[src/rtl/cfg_ldr_pkg.sv]
package cfg_ldr_pkg;
   typedef enum logic [3:0] {
      ST_IDLE,
      ST_RST,
      ST_SETTLE,
      ST_LEAD,
      ST_HREQ,
      ST_HEVAL,
      ST_PREQ,
      ST_PWR,
      ST_TRAIL,
      ST_CHECK,
      ST_READY,
      ST_DONE,
      ST_FAIL
   } ldr_state_e;
endpackage

[src/rtl/cfg_ldr_delay.sv]
module cfg_ldr_delay #(
   parameter int CNT_W = 16
) (
   input  logic             clk,
   input  logic             rst_n,
   input  logic             load,
   input  logic [CNT_W-1:0] init,
   output logic             expired
);
   logic [CNT_W-1:0] cnt;

   always_ff @(posedge clk) begin
      if (!rst_n)             cnt <= '0;
      else if (load)          cnt <= init;
      else if (cnt != '0)     cnt <= cnt - 1'b1;
   end

   assign expired = (cnt == '0);
endmodule

[src/rtl/cfg_ldr_len.sv]
module cfg_ldr_len #(
   parameter int BYTES      = 4,
   parameter bit BIG_ENDIAN = 1'b1,
   parameter int IDX_W      = $clog2(BYTES)
) (
   input  logic               clk,
   input  logic               rst_n,
   input  logic               clr,
   input  logic               we,
   input  logic [IDX_W-1:0]   idx,
   input  logic [7:0]         din,
   output logic [8*BYTES-1:0] value
);
   generate
      if (BIG_ENDIAN) begin : g_big
         always_ff @(posedge clk) begin
            if (!rst_n || clr) value <= '0;
            else if (we)       value <= {value[8*BYTES-9:0], din};
         end
         logic unused_idx;
         assign unused_idx = ^idx;
      end else begin : g_little
         always_ff @(posedge clk) begin
            if (!rst_n || clr) value <= '0;
            else if (we)       value[8*idx +: 8] <= din;
         end
      end
   endgenerate
endmodule

[src/rtl/cfg_image_loader.sv]
module cfg_image_loader
   import cfg_ldr_pkg::*;
#(
   parameter int ADDR_W    = 16,
   parameter int CNT_W     = 16,
   parameter int LEN_BYTES = 4,
   parameter int HDR_BYTES = 16,
   parameter int TRAIL_N   = 5,
   parameter bit BIG_LEN   = 1'b1
) (
   input  logic              clk,
   input  logic              rst_n,
   input  logic              start,
   input  logic [CNT_W-1:0]  settle_cycles,
   input  logic [CNT_W-1:0]  ready_cycles,
   output logic              src_req,
   output logic [ADDR_W-1:0] src_addr,
   input  logic              src_ack,
   input  logic [7:0]        src_data,
   output logic              tgt_reset,
   output logic              port_we,
   output logic [7:0]        port_data,
   input  logic              tgt_err,
   output logic              busy,
   output logic              done,
   output logic              error,
   output logic              irq_en
);
   localparam int LEN_W  = 8 * LEN_BYTES;
   localparam int HIDX_W = $clog2(LEN_BYTES);
   localparam int TR_W   = $clog2(TRAIL_N + 1);
   localparam logic [ADDR_W-1:0] PAY_BASE = ADDR_W'(HDR_BYTES);

   generate
      if (LEN_BYTES < 2 || HDR_BYTES < LEN_BYTES) begin : g_bad_hdr
         $fatal(1, "header must hold the length field and be at least two bytes");
      end
      if (TRAIL_N < 1 || ADDR_W <= $clog2(HDR_BYTES)) begin : g_bad_misc
         $fatal(1, "trailer count or address width out of range");
      end
   endgenerate

   ldr_state_e          st;
   logic [HIDX_W-1:0]   hidx;
   logic [LEN_W-1:0]    pcnt;
   logic [TR_W-1:0]     tcnt;
   logic [7:0]          dreg;
   logic [LEN_W-1:0]    pay_len;
   logic                settle_exp, ready_exp;

   cfg_ldr_len #(.BYTES(LEN_BYTES), .BIG_ENDIAN(BIG_LEN), .IDX_W(HIDX_W)) u_len (
      .clk(clk), .rst_n(rst_n), .clr(st == ST_RST),
      .we(st == ST_HREQ && src_ack), .idx(hidx), .din(src_data), .value(pay_len)
   );

   cfg_ldr_delay #(.CNT_W(CNT_W)) u_settle (
      .clk(clk), .rst_n(rst_n), .load(st == ST_RST),
      .init(settle_cycles), .expired(settle_exp)
   );

   cfg_ldr_delay #(.CNT_W(CNT_W)) u_ready (
      .clk(clk), .rst_n(rst_n), .load(st == ST_CHECK),
      .init(ready_cycles), .expired(ready_exp)
   );

   always_ff @(posedge clk) begin
      if (!rst_n) begin
         st   <= ST_IDLE;
         hidx <= '0;
         pcnt <= '0;
         tcnt <= '0;
         dreg <= '0;
      end else begin
         case (st)
            ST_IDLE, ST_DONE, ST_FAIL:
               if (start) st <= ST_RST;
            ST_RST: begin
               hidx <= '0;
               pcnt <= '0;
               tcnt <= '0;
               st   <= ST_SETTLE;
            end
            ST_SETTLE:
               if (settle_exp) st <= ST_LEAD;
            ST_LEAD:
               st <= ST_HREQ;
            ST_HREQ:
               if (src_ack) begin
                  if (hidx == HIDX_W'(LEN_BYTES - 1)) st <= ST_HEVAL;
                  else                                 hidx <= hidx + 1'b1;
               end
            ST_HEVAL:
               st <= (pay_len == '0) ? ST_TRAIL : ST_PREQ;
            ST_PREQ:
               if (src_ack) begin
                  dreg <= src_data;
                  st   <= ST_PWR;
               end
            ST_PWR: begin
               pcnt <= pcnt + LEN_W'(1);
               st   <= ((pcnt + LEN_W'(1)) == pay_len) ? ST_TRAIL : ST_PREQ;
            end
            ST_TRAIL:
               if (tcnt == TR_W'(TRAIL_N - 1)) st <= ST_CHECK;
               else                             tcnt <= tcnt + 1'b1;
            ST_CHECK:
               st <= tgt_err ? ST_FAIL : ST_READY;
            ST_READY:
               if (ready_exp) st <= ST_DONE;
            default:
               st <= ST_IDLE;
         endcase
      end
   end

   always_comb begin
      src_req   = (st == ST_HREQ) || (st == ST_PREQ);
      src_addr  = (st == ST_HREQ) ? ADDR_W'(hidx) : PAY_BASE + ADDR_W'(pcnt);
      tgt_reset = (st == ST_RST);
      port_we   = (st == ST_LEAD) || (st == ST_PWR) || (st == ST_TRAIL);
      port_data = (st == ST_PWR) ? dreg : 8'h00;
      done      = (st == ST_DONE);
      error     = (st == ST_FAIL);
      irq_en    = (st == ST_DONE);
      busy      = !((st == ST_IDLE) || (st == ST_DONE) || (st == ST_FAIL));
   end


   strobe_single_chk: assert property (@(posedge clk) disable iff (!rst_n)
      tgt_reset |=> !tgt_reset);


   restart_ignore_chk: assert property (@(posedge clk) disable iff (!rst_n)
      (busy && !tgt_reset) |=> !tgt_reset);


   req_hold_chk: assert property (@(posedge clk) disable iff (!rst_n)
      (src_req && !src_ack) |=> (src_req && $stable(src_addr)));


   reserved_skip_chk: assert property (@(posedge clk) disable iff (!rst_n)
      src_req |-> !((src_addr >= ADDR_W'(LEN_BYTES)) && (src_addr < PAY_BASE)));


   err_mask_chk: assert property (@(posedge clk) disable iff (!rst_n)
      error |-> !irq_en);


   busy_excl_chk: assert property (@(posedge clk) disable iff (!rst_n)
      busy |-> !(done || error));
endmodule

[config.mk]
export PLATFORM = sky130hd
export DESIGN_NAME = cfg_image_loader
export DESIGN_NICKNAME = d
export VERILOG_FILES = /design/src/rtl/cfg_ldr_pkg.sv /design/src/rtl/cfg_ldr_delay.sv /design/src/rtl/cfg_ldr_len.sv /design/src/rtl/cfg_image_loader.sv
export SDC_FILE = /design/constraint.sdc
export NUM_CORES = 1
export LEC_CHECK = 0
export BUFFER_PORTS_ARGS = -buffer_cell sky130_fd_sc_hd__buf_4
export CORE_MARGIN = 4
export CORE_UTILIZATION = 64
export CTS_CLUSTER_DIAMETER = 120
export CTS_CLUSTER_SIZE = 24
export DETAILED_ROUTE_END_ITERATION = 12
export PLACE_DENSITY = 0.86
export SYNTH_ARGS = -nofsm -noshare
export SYNTH_HDL_FRONTEND = slang
export SYNTH_HIERARCHICAL = 1
export SYNTH_SLANG_ARGS = --single-unit
[constraint.sdc]
create_clock -name clk -period 5.81 [get_ports clk]
set_input_delay 0.581 -clock clk [delete_from_list [all_inputs] [get_ports clk]]
set_output_delay 0.581 -clock clk [all_outputs]
set_load 0.01 [all_outputs]
==> flow_metrics.py, run 1 <==
metrics = {
    "placement": {
        "place.gp.congestion": 0.960,
        "port-buffer-count": 75,
        "detailed_place_hpwl_mm": 12.7,
    },
    "worst_setup_path": {
        "required_ps": 5230,
        "timing.rr.end": "st[2]$_SDFFE_PN0P_",
        "crit_type": "flip-flop to output port",
        "critPathArrivalTime_ps": 2860,
        "slowest_delay_ps": 910,
        "timing.rr.start": "pcnt[6]$_SDFFE_PN0P_",
        "cpMaxStageDelayCell": "nor2_1",
        "setup.worst_path.start_class": "flip-flop",
        "reg2reg_depth": 8,
        "end_kind": "output port",
        "path_cells": "or2_2, nor2_1, mux2_2, buf_4",
        "cp_max_fo": 18,
        "reg2reg_slack_ps": 2380,
    },
    "global_routing": {
        "grtUsageTotal_pct": 29.5,
        "grt_pass1_vias": 6302,
        "antenna_found_initial": 0,
        "grt_pass1_wl_mm": 30.7,
        "grt_max_degree": 83,
        "grt_overflow": 0,
    },
    "sta": {
        "max_freq_mhz": 291,
        "fin_crit_ps": 3440,
        "tightest_slew_ps": 1180,
        "drv_slew": 0,
        "setup_viol_count_final": 0,
        "finClkSkew_ps": 7.26,
        "relSlewSlack_pct": 21.0,
        "grt_setup_unrepaired": "no",
        "fin_setup_tns_ps": 0,
        "fin_crit_sh_pct": 59.2,
        "hold_viol": 0,
    },
    "hold_path": {
        "hold_start": "ready_cycles[7]",
        "hold_path_end": "u_ready/cnt[7]$_SDFFE_PN0P_",
        "worstHoldPathCells": 3,
        "hold_class": "primary input to flip-flop",
    },
    "synth": {
        "synth-seq-cells": 113,
        "yosys_most_used_dff": "dfxtp_1",
        "yosysSeqAreaShare_pct": 32.4,
        "syn_area_um2": 6980,
        "ys_types": 63,
        "synth_warnings": 6,
        "syn_nets": 911,
        "synthArstFlopShare_pct": 0,
        "postSynthCellCount": 859,
        "synth_edf_count": 0,
        "syn_avg_cell_area_um2": 8.12,
    },
    "clocking": {
        "clk_latency_ps": 530,
        "cts.clk_slew.worst_paths_ps": 60,
        "ctsHoldBuffers": 0,
        "numCtsBuffers": 17,
        "cts.htree.levels": 4,
        "cts.repair.resized": 0,
        "cts.path.max_buffers": 2,
        "cts_tree": "yes",
        "post_cts_buffers": 0,
        "cts_sinks": 113,
        "ctsRootBufferMaster": "clkbuf_8",
    },
    "floorplan": {
        "die_w_um": 112,
        "core_um2": 10500,
        "die_y_um": 112,
        "io_pins": 76,
        "start_util_pct": 66.7,
        "die_area_um2": 12600,
        "rows": 37,
    },
    "detailed_routing": {
        "avgViaCountPerCell": 6.46,
        "routedWlPerCell_um": 18.1,
        "vias": 6693,
        "ant_nets": 0,
        "dr.pass1.iters": 6,
        "wl_mm": 18.8,
        "drt_iter0_markers": 936,
        "drc": 0,
    },
    "pwr": {
        "vdd_drop_max_mv": 0.360,
        "finalPower_uw": 3070,
        "p_per_area_nw_per_um2": 384,
        "p_leak_uw": 0.00306,
    },
    "cells_and_area": {
        "nNetsFinal": 940,
        "insertedDiodeCount": 0,
        "layout-drive-gt1-share_pct": 14.3,
        "syn2layout_area_growth_pct": 14.4,
        "fillers": 714,
    },
    "status": {
        "outcome": "finished clean",
    },
    "flow_run": {
        "cap_viol_max_count": 0,
    },
}
==> synth_stat cells (all sizes together), types with 5 or more instances <==
cell | count | area (um2)
dfxtp | 113 | 2260
o21ai | 49 | 253
nor2b | 31 | 194
mux2i | 48 | 480
and2 | 17 | 106
o311ai | 5 | 43.8
and3 | 7 | 43.8
o221ai | 8 | 70.1
inv | 14 | 52.6
xor2 | 30 | 263
nand2b | 10 | 62.6
xnor2 | 42 | 368
o211ai | 9 | 67.6
nand4 | 16 | 115
or4 | 11 | 101
nand3 | 39 | 205
a21boi | 8 | 60.1
and4 | 8 | 70.1
clkbuf | 37 | 139
buf | 30 | 245
a31oi | 9 | 56.3
nor3 | 39 | 200
o211a | 11 | 110
nor4 | 22 | 138
nor2 | 83 | 312
a21oi | 22 | 110
nand2 | 74 | 278
or3 | 5 | 31.3
ha | 7 | 87.6
a221oi | 5 | 43.8
o31ai | 5 | 37.5
==> worst max-delay path by stage <==
stage	startpoint	to	slack, ps	cells past startpoint
2_1_floorplan	u_ready/cnt[0]$_SDFFE_PN0P_	st[1]$_SDFFE_PN0P_	2760	13
3_5_place_dp	pcnt[6]$_SDFFE_PN0P_	st[2]$_SDFFE_PN0P_	2470	8
6_report	st[0]$_SDFFE_PN0P_	src_addr[0]	2370	4
5_1_grt	st[0]$_SDFFE_PN0P_	hidx[0]$_SDFFE_PN0P_	2150	7
3_3_place_gp	pcnt[6]$_SDFFE_PN0P_	st[2]$_SDFFE_PN0P_	2610	8
4_1_cts	st[0]$_SDFFE_PN0P_	src_addr[0]	2390	4
==> layout make-up <==
class	count	area [um2]	area share, %
clock inverter	13	208	2.60
multi-input combinational	663	4280	53.6
clock buffer	18	428	5.36
inverter	16	60.1	0.752
timing repair buffer	77	578	7.24
tap	136	170	2.13
sequential	113	2260	28.3
==> sequential cells by signal, indices dropped and copies added (netlist names) <==
signal,flops
st,4
hidx,2
dreg,8
u_ready/cnt,16
u_len/value,32
pcnt,32
tcnt,3
u_settle/cnt,16
==> power by group <==
part / leakage, uW / switching, uW / internal (uW) / total [uW]
sequential: 0.000916 / 118 / 867 / 985
combinational: 0.00185 / 582 / 370 / 953
clock: 0.000300 / 379 / 749 / 1130
==> logic make-up after synthesis <==
| logic type | after synthesis | share of synthesized area [%] |
|---|---|---|
| fa+ha+maj | 7 | 1.26 |
| mux | 51 | 7.37 |
| compound gates | 157 | 15.4 |
| flops | 113 | 32.4 |
| simple gates | 376 | 28.2 |
| xor+xnor | 72 | 9.04 |
| buf+inv | 83 | 6.37 |
==> cell usage in the layout (no fill, tap or decap), types with 5 or more instances in the layout <==
cell / Yosys / layout
o31ai_1: 5 / 5
mux2i_1: 48 / 48
dfxtp_1: 113 / 113
nor2b_1: 31 / 31
a21oi_1: 22 / 22
a21boi_1: 6 / 6
and4_1: 8 / 8
nand2b_1: 10 / 10
o211ai_1: 9 / 9
o221ai_1: 8 / 8
or3_1: 5 / 5
nand3_1: 37 / 37
nor3_1: 38 / 38
or4_4: 5 / 5
bufinv_16: 0 / 5
inv_1: 14 / 14
nor4_1: 22 / 22
o211a_1: 11 / 11
xnor2_1: 42 / 42
o21ai_0: 46 / 46
a31oi_1: 9 / 9
and3_1: 7 / 7
xor2_1: 30 / 30
nor2_1: 83 / 82
nand2_1: 74 / 74
or4_1: 6 / 6
ha_1: 7 / 7
clkbuf_16: 0 / 16
and2_1: 17 / 16
nand4_1: 15 / 15
a221oi_1: 5 / 5
buf_4: 4 / 77
==> critical path, delay by kind of cell (launching register included) <==
family                 cells  cell delay (ps)
multiplexers               1              450
buffers and inverters      1              150
flip-flops                 1              420
AND/OR/NAND/NOR            2             1300
==> per-layer routing <==
| metal | global-route usage (%) | share of wire [%] | vias up |
|---|---|---|---|
| met1 | 37.9 | 41 | 3124 |
| met5 | 0 | 0 | - |
| met3 | 7.28 | 9.5 | 65 |
| met2 | 47.6 | 47 | 368 |
| li1 | - | - | 3136 |
| met4 | 11.5 | 3.2 | 0 |
==> per-stage QoR <==
stage	setup WS (ps)	instances	area [um2]	hold slack (ps)	util, %
after global placement	2610	1005	7350	464	70.2
after global routing	2150	1036	7980	240	76.3
after CTS	2390	1036	7980	231	76.3
after detailed placement	2470	1005	7350	458	70.2
after floorplan	2760	859	6980	434	-
final	2370	1036	7980	244	76.3
Note: power is estimated with default switching activity, not from simulation.
==> run 2, diff against run 1 <==
--- a/config.mk
+++ b/config.mk
@@ -7,11 +7,11 @@
 export LEC_CHECK = 0
 export BUFFER_PORTS_ARGS = -buffer_cell sky130_fd_sc_hd__buf_4
 export CORE_MARGIN = 4
-export CORE_UTILIZATION = 64
+export CORE_UTILIZATION = 54
 export CTS_CLUSTER_DIAMETER = 120
 export CTS_CLUSTER_SIZE = 24
 export DETAILED_ROUTE_END_ITERATION = 12
-export PLACE_DENSITY = 0.86
+export PLACE_DENSITY = 0.77
 export SYNTH_ARGS = -nofsm -noshare
 export SYNTH_HDL_FRONTEND = slang
 export SYNTH_HIERARCHICAL = 1
==> constraint.sdc (replaced) <==
create_clock -name clk -period 2.9 [get_ports clk]
set_input_delay 0.29 -clock clk [delete_from_list [all_inputs] [get_ports clk]]
set_output_delay 0.29 -clock clk [all_outputs]
set_load 0.01 [all_outputs]
==> run 2 against run 1 <==
Non-clock buffer count rose by 52. Routed wire length fell by 1.7%. Cell count rose by 8.6%. Sequential share of layout area fell by 1.6 points. Critical path depth rose by 5. Cell area rose by 6.4%. Critical endpoint is now st[2]$_SDFFE_PN0P_. Highest routed layer unchanged.
==> flow_metrics.py, run 2 (same netlist as run 1, synthesis figures left out) <==
metrics = {
    "worst_setup_path": {
        "cpMaxStageDelayCell": "or4_4",
        "path_cells": "ha_2, nand3_2, or4_4, or4_4, o21ai_2, o211a_1, nand3_2, o31a_1, o31a_1",
        "timing.rr.start": "pcnt[1]$_SDFFE_PN0P_",
        "end_kind": "flip-flop",
        "critPathArrivalTime_ps": 3170,
        "worstSetupStartpoint": "pcnt[1]$_SDFFE_PN0P_",
        "crit_type": "flip-flop to flip-flop",
        "required_ps": 3210,
        "setup.worst_path.start_class": "flip-flop",
        "cp_max_fo": 4,
        "slowest_delay_ps": 580,
    },
    "sta": {
        "drv_slew": 0,
        "setup_viol_count_final": 0,
        "fin_crit_ps": 2850,
        "fin_crit_sh_pct": 98.4,
        "relSlewSlack_pct": 55.5,
        "tightest_slew_ps": 661,
        "finClkSkew_ps": 7.19,
        "max_freq_mhz": 350,
        "grt_setup_unrepaired": "yes",
        "hold_viol": 0,
    },
    "hold_path": {
        "hold_class": "primary input to flip-flop",
        "hold_start": "settle_cycles[5]",
    },
    "floorplan": {
        "die_y_um": 122,
        "core_um2": 12600,
        "die_area_um2": 14800,
        "io_pins": 76,
        "die_w_um": 122,
        "rows": 41,
        "start_util_pct": 55.3,
    },
    "cells_and_area": {
        "layout_commonest_cell": "buf_4",
        "mostFrequentLayoutCells": "buf_4 (128), dfxtp_1 (107), nor2_1 (80)",
        "fillers": 1104,
        "multi_input_area_um2": 4380,
        "stdcell_area_um2": 8490,
        "nNetsFinal": 992,
        "layout-drive-gt1-share_pct": 21.9,
        "largestRegisters": "pcnt (32), u_len/value (32)",
        "syn2layout_area_growth_pct": 21.7,
        "insertedDiodeCount": 0,
        "regArea_um2": 2270,
    },
    "detailed_routing": {
        "avgViaCountPerCell": 5.90,
        "ant_nets": 0,
        "drt_iter0_markers": 655,
        "routedWlPerCell_um": 16.4,
        "dr.pass1.iters": 5,
        "wl_mm": 18.5,
        "drc": 0,
        "vias": 6640,
    },
    "clocking": {
        "cts.clk_slew.worst_paths_ps": 60,
        "cts_tree": "yes",
        "cts.htree.levels": 4,
        "numCtsBuffers": 17,
        "cts.path.max_buffers": 2,
        "cts_sinks": 113,
        "ctsRootBufferMaster": "clkbuf_16",
        "clk_latency_ps": 420,
        "ctsHoldBuffers": 0,
    },
    "global_routing": {
        "grt_pass1_vias": 6014,
        "grt_pass1_wl_mm": 29.7,
        "grt_overflow": 0,
        "grtUsageTotal_pct": 24.9,
        "antenna_found_initial": 0,
        "grt_max_degree": 54,
    },
    "status": {
        "outcome": "finished clean",
    },
    "pwr": {
        "power_frac_clock_pct": 34.2,
        "vdd_drop_max_mv": 0.536,
        "pwr-share-comb_pct": 33.7,
        "finalPower_uw": 6120,
        "internal-power_uw": 3890,
        "p_seq_share_pct": 32.1,
        "p_switching_uw": 2230,
        "switching_share_pct": 36.4,
        "p_per_area_nw_per_um2": 721,
        "p_leak_uw": 0.00331,
    },
    "placement": {
        "place.gp.congestion": 0.915,
        "detailed_place_hpwl_mm": 12.9,
        "placed_area_um2": 7810,
        "port-buffer-count": 75,
    },
    "flow_run": {
        "cap_viol_max_count": 0,
    },
}
==> run 2: cell count changes in the layout (fill, tap and decap cells not counted), sizes merged <==
cell    previous run  this run
buf               77       129
bufinv             5         2
clkinv             4         6
inv               16        18
==> run 2: worst paths after layout <==
path	endpoint	slack (ps)	cells after the start
max	st[2]$_SDFFE_PN0P_	50	9
min	u_settle/cnt[5]$_SDFFE_PN0P_	60	3
max reg2reg	st[2]$_SDFFE_PN0P_	50	9
min reg2reg	tcnt[2]$_SDFFE_PN0P_	480	1
==> run 2: power groups by stage <==
stage	Combinational [uW]	Sequential (uW)	Clock, uW
4_1_cts	1950	1960	2120
6_report	2060	1970	2090
3_5_place_dp	1920	1980	0
2_1_floorplan	1620	1900	0
3_3_place_gp	1900	1980	0
5_1_grt	2280	1990	2190
==> run 2: critical path, delay by kind of cell, from the launching register on <==
family	cells	cell delay (ps)
compound gates	4	930
simple gates	4	1300
flops	1	330
fa+ha+maj	1	180
==> run 2: layer usage <==
metal / GRT usage, % / vias to the layer above / part of all wire (%)
met5: 0 / - / 0
met3: 6.08 / 37 / 7.1
met1: 34.3 / 3126 / 45
met4: 7.98 / 0 / 1.8
met2: 38.6 / 234 / 46
li1: - / 3243 / -
==> run 2: final cells by class <==
type	instances	area share (%)
Timing Repair Buffer	129	11.5
Clock inverter	14	1.80
Sequential cell	113	26.7
Clock buffer	18	5.17
Multi-Input combinational cell	663	51.5
Tap cell	172	2.53
Inverter	16	0.707
==> run 2: metrics by stage <==
stage	hold slack [ps]	instances	utilization (%)	TNS (ps)	setup WS, ps
final	59.1	1125	67.3	0	46.1
after global routing	56.1	1125	67.3	-39.1	-29.8
after CTS	44.9	1123	66.6	0	7.08
after detailed placement	456	1091	61.9	-4.25	-4.25
after global placement	462	1091	61.9	0	28.4
after floorplan	399	859	-	0	8.14
==> run 2: repair_timing <==
| action | in CTS | in global routing |
|---|---|---|
| gates resized for setup | 1 | 19 |
| setup buffers | 0 | 2 |
| pin swaps | 0 | 9 |
| setup endpoints to repair | 1 | 2 |
